$ cat src/rtl/wide_reg_bridge_pkg.sv
package wide_reg_bridge_pkg;
  typedef struct packed {
    logic tempFromBus;   // park the write byte
    logic tempFromLive;  // snapshot live upper byte
    logic commit;        // lower-byte write
    logic readHigh;      // return holding byte
    logic readLow;       // return live lower byte
  } ctrlStb_t;
endpackage

$ cat src/rtl/wide_reg_bridge_ctrl.sv
module wide_reg_bridge_ctrl
  import wide_reg_bridge_pkg::*;
#(
  parameter int REG_COUNT = 4,
  localparam int SEL_W = $clog2(REG_COUNT),
  localparam int ADDR_W = SEL_W + 1
) (
  input  logic              clk,
  input  logic              rstN,
  input  logic [ADDR_W-1:0] addr,
  input  logic              rdEn,
  input  logic              wrEn,
  output ctrlStb_t          stb,
  output logic [SEL_W-1:0]  regSel,
  output logic [REG_COUNT-1:0] commitStb
);
  logic hiByte;

  always_comb begin
    hiByte           = addr[0];
    regSel           = addr[ADDR_W-1:1];
    stb.tempFromBus  = wrEn & hiByte;
    stb.tempFromLive = rdEn & ~hiByte;
    stb.commit       = wrEn & ~hiByte;
    stb.readHigh     = rdEn & hiByte;
    stb.readLow      = rdEn & ~hiByte;
  end

  for (genvar i = 0; i < REG_COUNT; i++) begin : g_stb
    assign commitStb[i] = stb.commit && (regSel == SEL_W'(i));
  end

  // never more than one commit target
  p_commit_onehot_r3: assert property (@(posedge clk) disable iff (!rstN)
    $onehot0(commitStb));
  // an upper-byte write commits nothing
  p_high_write_no_commit_r2: assert property (@(posedge clk) disable iff (!rstN)
    (wrEn && addr[0]) |-> (commitStb == '0));
  // a lower-byte write always commits somewhere
  p_low_write_commits_r3: assert property (@(posedge clk) disable iff (!rstN)
    (wrEn && !addr[0]) |-> ($countones(commitStb) == 1));
endmodule

$ cat src/rtl/wide_reg_bridge_dp.sv
module wide_reg_bridge_dp
  import wide_reg_bridge_pkg::*;
#(
  parameter int REG_COUNT = 4,
  parameter int BYTE_W = 8,
  localparam int WORD_W = 2 * BYTE_W,
  localparam int SEL_W = $clog2(REG_COUNT)
) (
  input  logic                        clk,
  input  logic                        rstN,
  input  ctrlStb_t                    stb,
  input  logic [SEL_W-1:0]            regSel,
  input  logic [BYTE_W-1:0]           wrData,
  input  logic [REG_COUNT*WORD_W-1:0] liveVals,
  output logic [BYTE_W-1:0]           rdData,
  output logic [WORD_W-1:0]           commitData
);
  logic [WORD_W-1:0] liveWord [REG_COUNT];
  logic [WORD_W-1:0] selWord;
  logic [BYTE_W-1:0] tempByte;

  for (genvar i = 0; i < REG_COUNT; i++) begin : g_live
    assign liveWord[i] = liveVals[i*WORD_W +: WORD_W];
  end

  assign selWord = liveWord[regSel];

  always_ff @(posedge clk) begin
    if (!rstN)                 tempByte <= '0;
    else if (stb.tempFromBus)  tempByte <= wrData;
    else if (stb.tempFromLive) tempByte <= selWord[WORD_W-1:BYTE_W];
  end

  always_comb begin
    rdData = '0;
    if (stb.readLow)       rdData = selWord[BYTE_W-1:0];
    else if (stb.readHigh) rdData = tempByte;
  end

  assign commitData = {tempByte, wrData};

  // parked byte equals the written byte
  p_temp_load_r2: assert property (@(posedge clk) disable iff (!rstN)
    stb.tempFromBus |=> (tempByte == $past(wrData)));
  // lower-byte read freezes the live upper byte
  p_snapshot_r5: assert property (@(posedge clk) disable iff (!rstN)
    (stb.tempFromLive && !stb.tempFromBus) |=> (tempByte == $past(selWord[WORD_W-1:BYTE_W])));
  // upper-byte write then lower-byte write commits the parked byte
  p_commit_pair_r7: assert property (@(posedge clk) disable iff (!rstN)
    (stb.tempFromBus ##1 stb.commit) |-> (commitData[WORD_W-1:BYTE_W] == $past(wrData)));
  // holding byte untouched when no access touches it
  p_temp_hold_r6: assert property (@(posedge clk) disable iff (!rstN)
    (!stb.tempFromBus && !stb.tempFromLive) |=> $stable(tempByte));
endmodule

$ cat src/rtl/wide_reg_bridge.sv
module wide_reg_bridge
  import wide_reg_bridge_pkg::*;
#(
  parameter int REG_COUNT = 4,
  parameter int BYTE_W = 8,
  localparam int WORD_W = 2 * BYTE_W,
  localparam int SEL_W = $clog2(REG_COUNT),
  localparam int ADDR_W = SEL_W + 1
) (
  input  logic                        clk,
  input  logic                        rstN,
  input  logic [ADDR_W-1:0]           addr,
  input  logic                        rdEn,
  input  logic                        wrEn,
  input  logic [BYTE_W-1:0]           wrData,
  input  logic [REG_COUNT*WORD_W-1:0] liveVals,
  output logic [BYTE_W-1:0]           rdData,
  output logic [REG_COUNT-1:0]        commitStb,
  output logic [WORD_W-1:0]           commitData
);
  ctrlStb_t         stb;
  logic [SEL_W-1:0] regSel;

  wide_reg_bridge_ctrl #(.REG_COUNT(REG_COUNT)) ctrl_i (
    .clk(clk), .rstN(rstN), .addr(addr), .rdEn(rdEn), .wrEn(wrEn),
    .stb(stb), .regSel(regSel), .commitStb(commitStb)
  );

  wide_reg_bridge_dp #(.REG_COUNT(REG_COUNT), .BYTE_W(BYTE_W)) dp_i (
    .clk(clk), .rstN(rstN), .stb(stb), .regSel(regSel), .wrData(wrData),
    .liveVals(liveVals), .rdData(rdData), .commitData(commitData)
  );
endmodule

$ cat config.mk
export PLATFORM = sky130hd
export DESIGN_NAME = wide_reg_bridge
export DESIGN_NICKNAME = d
export VERILOG_FILES = /design/src/rtl/wide_reg_bridge_pkg.sv /design/src/rtl/wide_reg_bridge_ctrl.sv /design/src/rtl/wide_reg_bridge_dp.sv /design/src/rtl/wide_reg_bridge.sv
export SDC_FILE = /design/constraint.sdc
export NUM_CORES = 1
export LEC_CHECK = 0
export ABC_AREA = 1
export BUFFER_PORTS_ARGS = -buffer_cell sky130_fd_sc_hd__buf_2
export CAP_MARGIN = 10
export CORE_MARGIN = 1.5
export CORE_UTILIZATION = 33
export CTS_CLUSTER_DIAMETER = 60
export DETAILED_ROUTE_END_ITERATION = 10
export PLACE_DENSITY = 0.8
export SETUP_SLACK_MARGIN = 0.02
export SYNTH_ARGS = -nofsm -noshare
export SYNTH_HDL_FRONTEND = slang
export SYNTH_SLANG_ARGS = --single-unit
$ cat constraint.sdc
create_clock -name clk -period 0.98 [get_ports clk]
set_clock_uncertainty 0.05 [all_clocks]
set_input_delay 0.196 -clock clk [delete_from_list [all_inputs] [get_ports clk]]
set_output_delay 0.196 -clock clk [all_outputs]
set_load 0.01 [all_outputs]
### Word level (Yosys, flattened, before mapping)

Cells that the tools add are included.

* register bits after elaboration: 8
* input port bits: 79

* magnitude comparators: 1
* bitwise logic cells: 6
* mux-type cells: 7
* reductions and logical operators: 6
* eq/ne operators: 3

Operator list (count)
* 16-bit binary-select mux with 2-bit select: 1
* 16-bit 2-to-1 mux: 2
* 8-bit 2-to-1 mux: 4
* 1-bit bitwise AND: 4
* 2-bit equality test, second input constant: 2
* 1-bit logical AND: 4
* 3-bit >= comparator, second input constant: 1
* 2-bit inverter with 3-bit output: 1
* 2-bit by 1-bit equality test with 1-bit output, second input constant: 1
* 2-bit zero test: 1
* 2-bit nonzero test: 1
* 1-bit inverter: 1

### Depth between registers and ports, before layout

Gate-level depths: netlist of the first run.

* word-level depth: 6
* mapped depth: 8
* depth with buffers taken out: 7

### Cells and area by module

From an unflattened synthesis of the first run, not the netlist that was laid out.

* cell total of the unflattened synthesis: 236
* area total of the unflattened synthesis: 1203.7 µm²

Modules (own cells, without submodules)
* wide_reg_bridge_dp: cells an instance 214, area an instance 1107.3 µm², instances 1
* wide_reg_bridge_ctrl: cells an instance 22, area an instance 96.3 µm², instances 1

### Worst setup path before layout of the first run

No wires, ideal clock.

* kind: input port to output port
* from: input addr[1]
* to: output rdData[0]
* slack: -0.057 ns
* arrival time: 0.791 ns
* data required time: 0.734 ns
* cell stages on the path: 5
* cells stage by stage: nor2_1 nand2_1 nand4_1 nand2_1 nand2_1

* longest elaborated chain between the ends: 5

RTL lines
* start, declared: RTL line wide_reg_bridge.sv:12 `input logic [ADDR_W-1:0] addr,`
* 2-bit inverter with 3-bit output (implied by the code): RTL line wide_reg_bridge_dp.sv:26 `assign selWord = liveWord[regSel];`
* 16-bit binary-select mux with 2-bit select: RTL line wide_reg_bridge_dp.sv:26
* 16-bit 2-to-1 mux (implied by the code) (2 in series): RTL line wide_reg_bridge_dp.sv:26
* 8-bit 2-to-1 mux: RTL line wide_reg_bridge_dp.sv:36 `if (stb.readLow) rdData = selWord[BYTE_W-1:0];`
* end, declared: RTL line wide_reg_bridge.sv:17 `output logic [BYTE_W-1:0] rdData,`

Every way passes these cells. The select of a mux whose other input is x is not followed.

### Worst setup path in the final report of the first run

* from: input addr[2]
* to: output rdData[7]

The elaborated chain is that of the path after synthesis.

==> impl_metrics.json, run 1 <==
{
  "status": "complete, but fails checks",
  "violations": "setup timing",
  "synth_cell_types": 15,
  "firstDrtPassIters": 4,
  "worstRegToRegCells": 4,
  "hpwl_um": 3050,
  "cp-end-kind": "output port",
  "clock_latency_ns": 0.25,
  "worstPathArrival_ns": 0.93,
  "synth_area_per_cell_um2": 4.83,
  "vdd_drop_max_mv": 0.406,
  "hp-class": "primary input to flip-flop",
  "core_mm2": 0.00310,
  "finalNetCount": 413,
  "finalSetupViolCount": 11,
  "grt_use_total": 0.199,
  "hold_depth": 5,
  "synth_seq_cells": 8,
  "pin_count": 107,
  "cp_cell_sequence": "buf_12, nor2_4, nand2_1, nand4_1, nand2_1, nand2_2, buf_6",
  "row_count": 20,
  "ant_nets": 0,
  "antenna_found_initial": 0,
  "drcViolationCount": 0,
  "ys_seq_area_frac": 0.147,
  "path_max_fanout": 8,
  "start_kind": "primary input",
  "numClockSinks": 8,
  "place_ws_ns": -0.308,
  "r2r-end": "dp_i.tempByte[1]",
  "gp_congestion": 0.792,
  "clockRootBuffer": "clkbuf_4",
  "p_leak_nw": 1.14,
  "hp-start": "wrData[7]",
  "rsz0062_at_grt": "true",
  "final_cell_mix": "145 x nand2_1, 88 x buf_2, 18 x buf_6",
  "die_y_um": 60.4,
  "ff2ff_setup_slack_ns": 0.20,
  "powerDensity_mw_per_mm2": 704,
  "drv_cap": 0,
  "hold_buffers": 0,
  "timing.hold.ws_ns": 0.227,
  "slew_headroom": 0.811,
  "grt_pass1_vias": 1437,
  "antenna_cells": 0,
  "slowest_stage": "nor2_4",
  "area.growth.synth_to_final_pct": 77.1,
  "period_minus_slack_ns": 1.17,
  "min_to": "dp_i.tempByte[7]",
  "layout_commonest_cell": "nand2_1",
  "drt-wirelength-per-cell_um": 10.3,
  "synth_nets": 304,
  "fillers": 329,
  "top_register": "dp_i.tempByte",
  "cp_common_cell": "nand2_1",
  "htree_num_levels": 1,
  "grt_start_max_net_pins": 19,
  "finalMaxSlewViolations": 0,
  "io_buffers": 106,
  "layout_setup_ws_ns": -0.192,
  "syn-cell-area_mm2": 0.00109,
  "hold_violations": 0,
  "cts_inserted_buffers": 3,
  "vias_per_cell": 4.49,
  "drtIter0Drc": 49,
  "worstSetupPathType": "primary input to output port",
  "worst_pin_slew_ns": 0.283,
  "yosysWarnings": 0,
  "fmaxAchievable_mhz": 853,
  "crit_path_max_incr_delay_ns": 0.20,
  "worstPathRequired_ns": 0.73,
  "r2r-start": "dp_i.tempByte[1]",
  "start_util": 0.350,
  "grt_overflow_total": 0,
  "cts_buffer_depth": 2,
  "grt_pass1_wl_um": 5620,
  "startpoint": "addr[2]",
  "cts_tree": "built",
  "path_clk_slew_ns": 0.06,
  "die_area_mm2": 0.00365,
  "syn-instance-count": 225,
  "top_regs": "dp_i.tempByte: 8 flops",
  "via_count": 1689,
  "finalCritPeriodShare": 1.20,
  "drive_above_1_share": 0.461,
  "die_w_um": 60.4,
  "wirelength_um": 3880,
  "largest_reg_flops": 8
}
[routing by layer]
layer	vias to the layer above	wire length [µm]	GRT usage
met2	62	1930	0.408
met3	2	268	0.0256
met5	-	0	0
li1	901	-	-
met1	724	1680	0.211
met4	0	8	0.0413
[where the power goes]
part           switching, W  internal (W)  leakage (nW)
clock network      0.000122      0.000141        0.0138
registers         0.0000245      0.000351        0.0695
logic              0.000348      0.000370          1.06
total              0.000495      0.000862          1.14
[area by class of cell]
type,count,area [µm²],share of cell area
clock buffer,3,22.5,0.0117
inverter,16,70.1,0.0364
multi-input combinational,188,827,0.429
sequential,8,175,0.0910
tap,44,55.1,0.0286
timing repair buffer,117,776,0.403
[per-stage QoR]
step	util	cell area [µm²]	setup TNS, ns	instances	power, W
after floorplan	-	1120	0	225	0.000710
after global routing	0.621	1930	-2.19	376	0.00145
after detailed placement	0.538	1670	-4.38	371	0.000979
after CTS	0.600	1860	-1.57	375	0.00133
final	0.621	1930	-1.65	376	0.00136
after global placement	0.538	1670	-4.02	371	0.000975
[worst max-delay path, delay by kind of cell]
family | cells | cell delay [ns]
buf+inv | 2 | 0.22
simple gates | 5 | 0.52
[Yosys cell counts]
cell type  number  area [µm²]
buf_2           1        5.00
nor3_1          3        15.0
a21oi_1         8        40.0
nor2_2          1        6.26
nor2_1          2        7.51
dfxtp_1         8         160
nor2_4          1        11.3
nand2_1       155         582
inv_1          11        41.3
nand2_2         2        12.5
buf_4          10        75.1
nand4_1         8        50.1
nand3_1         8        40.0
inv_2           5        18.8
buf_6           2        22.5
[how the worst max path moves through the flow]
stage / end / slack [ns] / cells after the start
4_1_cts: rdData[7] / -0.17 / 8
3_3_place_gp: rdData[3] / -0.28 / 8
5_1_grt: rdData[7] / -0.25 / 8
6_report: rdData[7] / -0.19 / 7
3_5_place_dp: rdData[0] / -0.31 / 8
2_1_floorplan: rdData[0] / 0.02 / 6
[cell families after synthesis]
| family | share of synthesized area |
|---|---|
| and+or+nand+nor | 0.666 |
| AOI/OAI and AO/OA | 0.0368 |
| buffers and inverters | 0.150 |
| DFF | 0.147 |
[timing repair]
action | 4_1_cts | 5_1_grt
pin swaps | 18 | 23
buffers inserted | 1 | 0
gates cloned | 0 | 1
setup endpoints to repair | 20 | 28
resized for setup | 40 | 10
(Power assumes the default switching activity.)
==> inputs of run 2 (changes only) <==
- SETUP_SLACK_MARGIN: 0.02 -> default
==> run 2 against run 1 <==
Combinational power down 4.2%. Hold slack got worse by 0.0062 ns. The flow still finishes with violations (setup timing). Wire length down 0.31%. Utilization decreased by 2.1 points. Critical path depth is the same. Clock power hardly changed. Highest routed layer unchanged. Clock-buffer cell count did not move. First-iteration DRC count rose by 29%. Maximum frequency is 0.13% higher. Sequential power barely moved.
==> impl_metrics.json, run 2 (same netlist as run 1, synthesis figures left out) <==
{
  "status": "complete, but fails checks",
  "violations": "setup timing",
  "powerDensity_mw_per_mm2": 714,
  "clockRootBuffer": "clkbuf_4",
  "finalSetupViolCount": 11,
  "drt-wirelength-per-cell_um": 10.3,
  "fillers": 340,
  "top_regs": "dp_i.tempByte: 8 flops",
  "drcViolationCount": 0,
  "layout_setup_ws_ns": -0.190,
  "firstDrtPassIters": 4,
  "dp.cells": 372,
  "internal_power_w": 0.000846,
  "io_buffers": 106,
  "drtIter0Drc": 63,
  "worstRegToRegCells": 4,
  "cp-endpoint": "rdData[3]",
  "timing.hold.ws_ns": 0.221,
  "cp_cell_sequence": "buf_12, nor2_4, nand2_1, nand4_1, nand2_1, nand2_2, buf_6",
  "slew_headroom": 0.844,
  "grt_use_total": 0.208,
  "switching_share": 0.364,
  "die_area_mm2": 0.00365,
  "layout_commonest_cell": "nand2_1",
  "hpwl_um": 3080,
  "hold_violations": 0,
  "grt_pass1_wl_um": 5900,
  "antenna_cells": 0,
  "gp_congestion": 0.810,
  "grt_overflow_total": 0,
  "htree_num_levels": 1,
  "finalMaxSlewViolations": 0,
  "start_kind": "primary input",
  "die_w_um": 60.4,
  "grt_pass1_vias": 1492,
  "hp-class": "primary input to flip-flop",
  "vdd_drop_max_mv": 0.311,
  "busiest_layer": "met2",
  "grt_start_max_net_pins": 19,
  "path_clk_slew_ns": 0.06,
  "combPwrFrac": 0.518,
  "drv_cap": 0,
  "row_count": 20,
  "largest_reg_flops": 8,
  "cts_inserted_buffers": 3,
  "period_minus_slack_ns": 1.17,
  "power_switching_w": 0.000483,
  "path_max_fanout": 8,
  "fmaxAchievable_mhz": 854,
  "numClockSinks": 8,
  "rsz0062_at_grt": "true",
  "cp-end-kind": "output port",
  "slowest_stage": "nor2_4",
  "p_leak_nw": 1.11,
  "ant_nets": 0,
  "finalCritPeriodShare": 1.19,
  "ff2ff_setup_slack_ns": 0.20,
  "hold_buffers": 0,
  "post_cts_buffers": 0,
  "use_met1": 0.223,
  "cp_common_cell": "nand2_1",
  "use_met2": 0.413,
  "start_util": 0.350,
  "antenna_found_initial": 0,
  "cts_buffer_depth": 2,
  "drive_above_1_share": 0.452,
  "via_count": 1690,
  "core_mm2": 0.00310,
  "vias_per_cell": 4.52,
  "die_y_um": 60.4,
  "cts_tree": "built",
  "final_cell_mix": "144 x nand2_1, 88 x buf_2, 17 x buf_6",
  "gr-usage-met3": 0.00853,
  "area.growth.synth_to_final_pct": 71.2,
  "r2r-start": "dp_i.tempByte[0]",
  "crit_path_max_incr_delay_ns": 0.20,
  "pin_count": 107,
  "final_cells": 374,
  "r2r-end": "dp_i.tempByte[0]",
  "finalNetCount": 411,
  "p_seq_frac": 0.284,
  "worst_pin_slew_ns": 0.234,
  "startpoint": "addr[2]",
  "worstPathArrival_ns": 0.92,
  "top_register": "dp_i.tempByte",
  "wirelength_um": 3870,
  "p_clk_frac": 0.198,
  "clock_latency_ns": 0.26,
  "worstSetupPathType": "primary input to output port",
  "worstPathRequired_ns": 0.73
}
-- run 2: changes by cell type in the layout (fill, tap and decap cells not counted), sizes merged --
| cell | before | now |
|---|---|---|
| buf | 116 | 115 |
| clkbuf | 4 | 3 |
-- run 2: area by class of cell --
class,count,area [µm²],share of cell area
Timing Repair Buffer,115,732,0.393
Inverter,16,67.6,0.0363
Clock buffer,3,22.5,0.0121
Sequential cell,8,170,0.0914
Tap cell,44,55.1,0.0296
Multi-Input combinational cell,188,815,0.437
-- run 2: stage by stage --
step | util | instance area (µm²) | total power (W) | worst slack [ns] | TNS (ns)
after CTS | 0.591 | 1830 | 0.00132 | -0.184 | -1.70
after detailed placement | 0.538 | 1670 | 0.000978 | -0.275 | -4.03
after floorplan | - | 1110 | 0.000706 | 0.00131 | 0
final | 0.600 | 1860 | 0.00133 | -0.190 | -1.72
after global routing | 0.600 | 1860 | 0.00143 | -0.242 | -2.26
after global placement | 0.538 | 1670 | 0.000971 | -0.284 | -3.81
-- run 2: repair_timing --
item / CTS / global route
pin swaps: 22 / 7
gates resized for setup: 37 / 6
endpoints found under the setup margin: 20 / 16
cloned: 0 / 0
-- run 2: metal layers --
layer  wire length, µm  vias to the layer above
met5                 0                        -
met4               101                        0
met3               268                        9
met2              1960                       72
met1              1530                      715
li1                  -                      894
-- run 2: worst min-delay path by stage --
stage              start  slack (ns)          endpoint  depth (start not counted)
2_1_floorplan       rstN        0.36  dp_i.tempByte[0]                          2
3_3_place_gp   wrData[0]        0.50  dp_i.tempByte[0]                          5
3_5_place_dp        rstN        0.49  dp_i.tempByte[2]                          3
4_1_cts        wrData[3]        0.22  dp_i.tempByte[3]                          5
5_1_grt        wrData[6]        0.25  dp_i.tempByte[6]                          5
6_report       wrData[4]        0.22  dp_i.tempByte[4]                          5
-- run 2: worst max-delay path, delay by kind of cell --
family                 cells  cell delay (ns)
and+or+nand+nor            5             0.52
buffers and inverters      2             0.20
-- run 2: power by group through the flow --
stage	clock network [W]	registers, W	logic, W
floorplan	0	0.000381	0.000325
global placement	0	0.000372	0.000598
detailed placement	0	0.000374	0.000604
CTS	0.000268	0.000375	0.000677
global route	0.000272	0.000381	0.000777
finish	0.000263	0.000377	0.000688
==> inputs of run 3 (changes only) <==
- CORE_MARGIN: 1.5 -> default
- CORE_UTILIZATION: 33 -> 36
- PLACE_DENSITY: 0.8 -> default
- PLACE_DENSITY_LB_ADDON: default -> 0.1
- clock period: 0.98 -> 1.1 ns (I/O delays scaled with it)
==> run 3 against run 2 <==
Utilization increased by 2.2 points. Combinational power is 17% lower. Register-to-register slack better by 0.12 ns. Critical endpoint is now rdData[5]. The run ends with DRC, setup timing left.
==> impl_metrics.json, run 3 (same netlist as run 1, synthesis figures left out) <==
{
  "status": "complete, but fails checks",
  "violations": "DRC, setup timing",
  "period_minus_slack_ns": 1.25,
  "row_count": 19,
  "vdd_drop_max_mv": 0.751,
  "wl_met3_um": 280,
  "worstPathRequired_ns": 0.83,
  "final_cell_mix": "151 x nand2_1, 104 x buf_2, 11 x inv_1",
  "antenna_cells": 0,
  "placed_area_mm2": 0.00162,
  "start_kind": "primary input",
  "layout_setup_ws_ns": -0.147,
  "via_count": 1695,
  "power.total_w": 0.00113,
  "cp-end-kind": "output port",
  "fmaxAchievable_mhz": 802,
  "drcViolationCount": 19,
  "top_register": "dp_i.tempByte",
  "routed-wl-met2_um": 1940,
  "cts_buffer_depth": 2,
  "path_clk_slew_ns": 0.05,
  "drv_cap": 0,
  "p_leak_nw": 1.11,
  "worst_pin_slew_ns": 0.262,
  "wirelength_um": 3780,
  "grt_use_total": 0.227,
  "wl_met1_um": 1520,
  "drt-wirelength-per-cell_um": 10.5,
  "hpwl_um": 3060,
  "hold_violations": 0,
  "clockRootBuffer": "clkbuf_4",
  "rsz0062_at_grt": "true",
  "gp_congestion": 0.868,
  "worstSetupPathType": "primary input to output port",
  "finalCritPeriodShare": 1.13,
  "final_cells": 361,
  "worstPathArrival_ns": 0.98,
  "die_y_um": 57.0,
  "grt_pass1_wl_um": 5890,
  "firstDrtPassIters": 7,
  "core_mm2": 0.00281,
  "grt_overflow_total": 0,
  "clock_latency_ns": 0.26,
  "ant_nets": 0,
  "die_w_um": 57.0,
  "timing.hold.ws_ns": 0.256,
  "path_max_fanout": 8,
  "grt_pass1_vias": 1514,
  "numClockSinks": 8,
  "drtIter0Drc": 102,
  "finalSetupViolCount": 8,
  "vias_per_cell": 4.70,
  "io_buffers": 106,
  "area.growth.synth_to_final_pct": 60.5,
  "start_util": 0.388,
  "powerDensity_mw_per_mm2": 646,
  "slew_headroom": 0.825,
  "grt_start_max_net_pins": 19,
  "htree_num_levels": 1,
  "drive_above_1_share": 0.412,
  "finalNetCount": 411,
  "postLayoutCellArea_mm2": 0.00175,
  "finalMaxSlewViolations": 0,
  "hp-class": "primary input to flip-flop",
  "top_regs": "dp_i.tempByte: 8 flops",
  "largest_reg_flops": 8,
  "highest_layer": "met4",
  "layout_commonest_cell": "nand2_1",
  "cts_inserted_buffers": 3,
  "dp.cells": 358,
  "die_area_mm2": 0.00324,
  "pin_count": 107,
  "cts_tree": "built",
  "antenna_found_initial": 0
}
[run 3: changes by cell type in the layout (fill, tap and decap cells not counted), moves of 2 or more]
cell     change
buf_2       +16
buf_4        -2
buf_6       -14
dfxtp_1      +7
dfxtp_2      -7
nand2_1      +7
nand2_2      -8
[run 3: through the flow]
step	util	setup TNS, ns	setup WS [ns]
final	0.622	-1.03	-0.147
after global routing	0.622	-1.48	-0.206
after CTS	0.607	-1.01	-0.134
after detailed placement	0.578	-2.91	-0.296
after global placement	0.578	-2.44	-0.246
after floorplan	-	0	0.0153
[run 3: critical path: stages]
cell,delay (ns)
buf_12,0.12
nor2_4,0.11
buf_6,0.14
nand2_1,0.06
nand4_1,0.09
nand2_1,0.07
nand2_1,0.05
buf_2,0.12
[run 3: cell type report]
class	instances	area (µm²)
timing repair buffer	115	639
inverter	16	70.1
multi-input combinational	188	813
clock buffer	3	22.5
sequential	8	161
fill	325	1060
tap	31	38.8
[run 3: worst paths after layout]
| check | startpoint | to | slack [ns] | cells past startpoint |
|---|---|---|---|---|
| setup / recovery | addr[2] | rdData[5] | -0.15 | 8 |
| hold / removal | wrData[3] | dp_i.tempByte[3] | 0.26 | 5 |
| setup reg to reg | dp_i.tempByte[5] | dp_i.tempByte[5] | 0.32 | 4 |
| hold reg to reg | dp_i.tempByte[7] | dp_i.tempByte[7] | 0.53 | 4 |
[run 3: timing repair]
item	in CTS	in global routing
hold buffers	0	0
pin swaps	15	13
setup buffers	1	0
gates cloned	0	0
resized for setup	17	11
setup endpoints to repair	12	12
[run 3: metal layers]
metal  GRT usage  vias up
li1            -      894
met1       0.240      721
met2       0.447       74
met3      0.0612        6
met4      0.0418        0
met5           0        -
[run 3: report_power, final]
group / switching, W / internal (W)
registers: 0.0000153 / 0.000311
logic: 0.000303 / 0.000270
clock network: 0.000102 / 0.000125
